**src/rtl/cnt_pkg.sv**
```systemverilog
package cnt_pkg;

  typedef enum logic [1:0] {
    OP_HOLD  = 2'd0,
    OP_COUNT = 2'd1,
    OP_LOAD  = 2'd2,
    OP_CLEAR = 2'd3
  } cnt_op_e;

  function automatic int term_count(input int width, input bit decade);
    return decade ? 9 : (1 << width) - 1;
  endfunction

endpackage

```
**src/rtl/cnt_ctrl.sv**
```systemverilog
module cnt_ctrl
  import cnt_pkg::*;
(
  input  logic    clr_ni,
  input  logic    load_ni,
  input  logic    enp_i,
  input  logic    ent_i,
  output cnt_op_e op_o
);

  always_comb begin
    if (!clr_ni)             op_o = OP_CLEAR;
    else if (!load_ni)       op_o = OP_LOAD;
    else if (enp_i && ent_i) op_o = OP_COUNT;
    else                     op_o = OP_HOLD;
  end

endmodule

```
**src/rtl/cnt_next.sv**
```systemverilog
module cnt_next
  import cnt_pkg::*;
#(
  parameter int WIDTH  = 4,
  parameter bit DECADE = 1'b0
) (
  input  logic [WIDTH-1:0] q_i,
  input  logic [WIDTH-1:0] d_i,
  input  cnt_op_e          op_i,
  output logic [WIDTH-1:0] nxt_o
);

  localparam int TC = term_count(WIDTH, DECADE);
  localparam logic [WIDTH-1:0] TC_V = TC[WIDTH-1:0];

  logic [WIDTH-1:0] step;

  generate
    if (DECADE) begin : g_dec
      // only the exact terminal value wraps; larger values step on modulo 2^WIDTH
      always_comb step = (q_i == TC_V) ? '0 : q_i + 1'b1;
    end else begin : g_bin
      always_comb step = q_i + 1'b1;
    end
  endgenerate

  always_comb begin
    unique case (op_i)
      OP_CLEAR: nxt_o = '0;
      OP_LOAD:  nxt_o = d_i;
      OP_COUNT: nxt_o = step;
      default:  nxt_o = q_i;
    endcase
  end

endmodule

```
**src/rtl/cnt_carry.sv**
```systemverilog
module cnt_carry #(
  parameter int WIDTH = 4,
  parameter int TC    = 15
) (
  input  logic [WIDTH-1:0] q_i,
  input  logic             ent_i,
  output logic             rco_o
);

  localparam logic [WIDTH-1:0] TC_V = TC[WIDTH-1:0];

  assign rco_o = ent_i & (q_i == TC_V);

endmodule

```
**src/rtl/presettable_counter.sv**
```systemverilog
module presettable_counter
  import cnt_pkg::*;
#(
  parameter int WIDTH     = 4,
  parameter bit DECADE    = 1'b0,
  parameter bit ASYNC_CLR = 1'b1
) (
  input  logic             clk_i,
  input  logic             rst_ni,
  input  logic             clr_ni,
  input  logic             load_ni,
  input  logic             enp_i,
  input  logic             ent_i,
  input  logic [WIDTH-1:0] d_i,
  output logic [WIDTH-1:0] q_o,
  output logic             rco_o
);

  localparam int TC = term_count(WIDTH, DECADE);

  cnt_op_e          op;
  logic [WIDTH-1:0] q_q;
  logic [WIDTH-1:0] nxt;

  cnt_ctrl u_ctrl (
    .clr_ni  (clr_ni),
    .load_ni (load_ni),
    .enp_i   (enp_i),
    .ent_i   (ent_i),
    .op_o    (op)
  );

  cnt_next #(
    .WIDTH  (WIDTH),
    .DECADE (DECADE)
  ) u_next (
    .q_i   (q_q),
    .d_i   (d_i),
    .op_i  (op),
    .nxt_o (nxt)
  );

  generate
    if (ASYNC_CLR) begin : g_aclr
      logic arst_n;
      assign arst_n = rst_ni & clr_ni;
      always_ff @(posedge clk_i or negedge arst_n) begin
        if (!arst_n) q_q <= '0;
        else         q_q <= nxt;
      end
    end else begin : g_sclr
      always_ff @(posedge clk_i or negedge rst_ni) begin
        if (!rst_ni) q_q <= '0;
        else         q_q <= nxt;
      end
    end
  endgenerate

  cnt_carry #(
    .WIDTH (WIDTH),
    .TC    (TC)
  ) u_carry (
    .q_i   (q_q),
    .ent_i (ent_i),
    .rco_o (rco_o)
  );

  assign q_o = q_q;

endmodule

```
**config.mk**
```make
export PLATFORM = sky130hd
export DESIGN_NAME = presettable_counter
export DESIGN_NICKNAME = d
export VERILOG_FILES = /design/src/rtl/cnt_pkg.sv /design/src/rtl/cnt_ctrl.sv /design/src/rtl/cnt_next.sv /design/src/rtl/cnt_carry.sv /design/src/rtl/presettable_counter.sv
export SDC_FILE = /design/constraint.sdc
export NUM_CORES = 1
export LEC_CHECK = 0
export ABC_CLOCK_PERIOD_IN_PS = 1850
export BUFFER_PORTS_ARGS = -buffer_cell sky130_fd_sc_hd__buf_2
export CELL_PAD_IN_SITES_DETAIL_PLACEMENT = 0
export CELL_PAD_IN_SITES_GLOBAL_PLACEMENT = 1
export CORE_AREA = 2 2 39 41
export DETAILED_ROUTE_END_ITERATION = 8
export DIE_AREA = 0 0 41 43
export PLACE_DENSITY_LB_ADDON = 0.1
export SETUP_SLACK_MARGIN = 0.02
export SYNTH_ARGS = -nofsm -noshare
export SYNTH_HDL_FRONTEND = slang
export SYNTH_SLANG_ARGS = --single-unit
export TNS_END_PERCENT = 1
```
**constraint.sdc**
```tcl
create_clock -name clk_i -period 1.85 [get_ports clk_i]
set_input_delay 0.185 -clock clk_i [delete_from_list [all_inputs] [get_ports clk_i]]
set_output_delay 0.185 -clock clk_i [all_outputs]
set_load 0.05 [all_outputs]
```
# After elaboration in Yosys (flattened, before gate mapping)
# Cells that the tools add are included.
totals:
  regBits: 4
  latchBits: 0
  mem_bits_rw: 0
  romBits: 0
  inputBits: 10
  output_inout_bits: 5
  word_cells: 14
  mem_count: 0
classes:
  add_sub_neg: 1
  n_mul: 0
  div_mod_pow: 0
  order_cmp: 0
  n_eq_ne: 4
  n_shift: 0
  mux: 4
  bitwise_logic: 2
  n_reduce_logical: 2
op_table:
  columns: ["cell", "n"]
  rows:
  - ["$pmux 4 s3", 1]
  - ["$add 4x1->4 const B", 1]
  - ["$eq 2x2->1 const B", 2]
  - ["$eq 4x4->1 const B", 1]
  - ["$mux 2", 2]
  - ["$reduce_bool 3->1", 1]
  - ["$and 1x1->1", 2]
  - ["$eq 2x1->1 const B", 1]
  - ["$logic_and 1x1->1", 1]
  - ["$mux 1", 1]

# Logic depth before layout (Yosys ltp)
logic_depth:
  ltp_word: 6
  depth_mapped: 4
  mapped_depth_nobuf: 4

# Hierarchy
# From an unflattened synthesis, not the netlist that was laid out.
unflattened:
  hier_cells: 30
  hier_area_um2: 275.3
by_module_without_submodules:
  columns: ["module", "n_inst", "cells_each", "area_each_um2", "seq_area_each_um2"]
  rows:
  - ["cnt_next", 1, 19, 143.9, 0.0]
  - ["presettable_counter", 1, 5, 106.4, 100.1]
  - ["cnt_carry", 1, 3, 12.5, 0.0]
  - ["cnt_ctrl", 1, 3, 12.5, 0.0]

# Least setup slack after synthesis
# Ideal clock, no wire load.
synth_timing:
  kind: "register to output"
  startpoint: "reg q_q[0] (netlist: q_o[0])"
  endpoint: "out rco_o"
  t_arrival_ps: 1275
  required_ps: 1665
  setup_slack_ps: 390
  path_stages_with_launch: 3
  cell_sequence: "dfrtp_1 > ha_1 > and4_2"
synth_between:
  elab_chain_cells: 2
synth_lines:
  columns: ["element", "line_no", "text"]
  rows:
  - ["from (decl)", "presettable_counter.sv:22", "logic [WIDTH-1:0] q_q;"]
  - ["from (signal assigned)", "presettable_counter.sv:49", "else q_q <= nxt;"]
  - ["$eq 4x4->1", "cnt_carry.sv:12", "assign rco_o = ent_i & (q_i == TC_V);"]
  - ["$and 1x1->1", "cnt_carry.sv:12", null]
  - ["to (decl)", "presettable_counter.sv:16", "output logic rco_o"]
# No other way between the ends.

# Final worst setup path
# Same ends and word-level chain as after synthesis.

==> flow_summary.json <==
{
  "cts_buffers": 3,
  "dpl.cell_count": 55,
  "clkTransAtPathRegs_ns": 0.04,
  "area_growth_pct": 57.3,
  "placed_area_um2": 322,
  "ys_seq_elements": 4,
  "critPathRequiredTime_ns": 1.66,
  "avgSynthCellArea_um2": 9.26,
  "hold_path.class": "primary input to register",
  "gp_congestion": 0.677,
  "yosysUniqueCellTypes": 16,
  "numPortBuffers": 14,
  "fmax_ghz": 0.684,
  "outcome": "finished clean",
  "min_period_ns": 1.46,
  "synthXorXnorAreaFrac": 0.0757,
  "maxSlewHeadroom": 0.829,
  "cp-start-kind": "register",
  "synthTopCellsByCount": "dfrtp_1 (4), nand3_1 (3), o21ai_0 (3)",
  "fin_area_um2": 364,
  "grt_max_degree": 9,
  "maxSlewViolCount": 0,
  "io-pin-count": 15,
  "start_util": 0.167,
  "cts_buffer_depth": 2,
  "largest_reg_flops": 4,
  "rows": 14,
  "worstSkewPairLatency_ns": 0.24,
  "setup_violations": 0,
  "dieWidth_um": 41,
  "synth_fa_ha_area_frac": 0.0541,
  "cp-end-kind": "primary output",
  "grt_pass1_vias": 276,
  "stdcell_count": 60,
  "clockRootBuffer": "clkbuf_4",
  "yosys.area_share.simple": 0.238,
  "synth_edf_count": 0,
  "ys.flop_type": "dfrtp_1",
  "path_class": "register to primary output",
  "syn_nets": 36,
  "drc": 0,
  "vias_per_cell": 4.48,
  "tightest_slew_ns": 0.259,
  "grt_overflow": 0,
  "yosysTopAreaCell": "dfrtp_1",
  "vias": 269,
  "seq_area_frac_synth": 0.432,
  "power_density_mw_per_mm2": 779,
  "core-area_mm2": 0.00138,
  "cts_tree": "yes",
  "p_leak_uw": 0.000183,
  "die_h_um": 43,
  "drt_iter0_drc": 1,
  "critPathMaxStageDelay_ns": 0.40,
  "htreeDepth": 1,
  "synth.most_common_cell": "dfrtp_1",
  "dieArea_mm2": 0.00176,
  "synth_compound_area_frac": 0.184,
  "ant_nets": 0,
  "crit_chain": "ha_1 -> and4_2 -> buf_2",
  "nNetsFinal": 57,
  "tns_ns": 0,
  "num_antenna_cells": 0,
  "drt_pass1_iterations": 2,
  "whs_ns": 0.209,
  "utilization": 0.263,
  "antenna_found_initial": 0,
  "cp.arrival_ns": 1.28,
  "grt_pass1_wl_mm": 1.14,
  "cpMaxStageDelayCell": "dfrtp_1",
  "drive_gt1_frac": 0.432,
  "cts.sink_count": 4,
  "synth_top_area_frac": 0.432,
  "syn_area_um2": 231,
  "cap_violations": 0,
  "yosys-top-cells-area": "dfrtp_1 (43%), xor2_1 (7.6%), nand3_1 (6.5%)",
  "finalCritPeriodShare": 0.790,
  "synth_top_family_by_area": "simple AND/OR/NAND/NOR gates",
  "peakVddDrop_v": 0.000177,
  "synth_mux_area_frac": 0,
  "worstPathMaxFanout": 4,
  "wirelength_um": 735,
  "hold_viol": 0,
  "grt.total_usage": 0.105,
  "post_drt_wl_per_cell_um": 12.3,
  "grt_setup_unrepaired": "false",
  "synth_cells": 25,
  "postCtsSetupBuffers": 0,
  "ys_warn_count": 0,
  "skew_ns": 0.00101,
  "async_reset_ff_frac": 1.00
}
cell usage in the layout, fill, tap and decap left out:
| cell type | synthesis | layout |
|---|---|---|
| xor2_1 | 2 | 2 |
| and2_1 | 1 | 1 |
| nor2_1 | 2 | 2 |
| ha_1 | 1 | 1 |
| a21oi_1 | 1 | 1 |
| buf_2 | 0 | 14 |
| nand2_1 | 1 | 1 |
| dlygate4sd3_1 | 0 | 2 |
| a211oi_1 | 1 | 1 |
| dfrtp_1 | 4 | 4 |
| clkbuf_4 | 0 | 3 |
| nand2_2 | 1 | 1 |
| inv_1 | 1 | 1 |
| and4_2 | 1 | 1 |
| a31oi_1 | 1 | 1 |
| or3_1 | 1 | 1 |
| o21ai_0 | 3 | 3 |
| a311oi_1 | 1 | 1 |
| nand3_1 | 3 | 3 |
worst max-delay path: cells and delay by family, from the launching register on:
family	cells	cell delay, ns
adders and majority gates	1	0.18
buffers and inverters	1	0.26
DFF	1	0.40
and+or+nand+nor	1	0.19
where the power goes:
| group | internal [uW] | switching [uW] | leakage [uW] |
|---|---|---|---|
| clock | 73.1 | 42.6 | 0.0000138 |
| sequential | 94.2 | 6.94 | 0.0000525 |
| combinational | 22.6 | 44.3 | 0.000117 |
| total | 190 | 93.8 | 0.000183 |
through the flow:
step,total power (uW),setup slack (ns)
CTS,287,0.374
floorplan,140,0.390
finish,284,0.389
detailed placement,167,0.632
global route,300,0.325
global placement,167,0.655
per-layer routing:
layer | vias up | GRT usage | part of all wire
met4 | 0 | 0.100 | 0.014
met2 | 11 | 0.128 | 0.44
li1 | 133 | - | -
met1 | 123 | 0.123 | 0.47
met5 | - | 0 | 0
met3 | 2 | 0.0524 | 0.082
kinds of logic (layout without fill, tap and decap cells):
family,after synthesis,after routing
adder cells (fa/ha/maj),1,1
buffers and inverters,1,20
AO/OA/AOI/OAI,7,7
AND/OR/NAND/NOR,10,10
flip-flops,4,4
XOR/XNOR,2,2
cell type report:
cell class	instances	area (um^2)
clock buffers	3	22.5
repair buffers	16	90.1
multi-input cells	20	128
well taps	16	20.0
flip-flops and latches	4	100
inverters	1	3.75
fillers	163	1020
repair_timing:
item	4_1_cts	5_1_grt
hold buffers	2	0
endpoints found under the hold margin	4	0
resized for setup	0	0
setup endpoints to repair	0	0
worst paths after layout:
| kind | from | end | slack [ns] | cells after the start |
|---|---|---|---|---|
| worst max-delay path | q_o[0] | rco_o | 0.39 | 3 |
| worst min-delay path | d_i[1] | q_o[1] | 0.21 | 3 |
| worst max register to register | q_o[0] | q_o[1] | 0.73 | 3 |
| worst min register to register | q_o[3] | q_o[3] | 0.59 | 2 |
| max in group asynchronous | rst_ni | q_o[0] | 0.70 | 4 |
| min in group asynchronous | clr_ni | q_o[2] | 0.48 | 3 |
No activity file was read; power rests on OpenSTA's default activity.
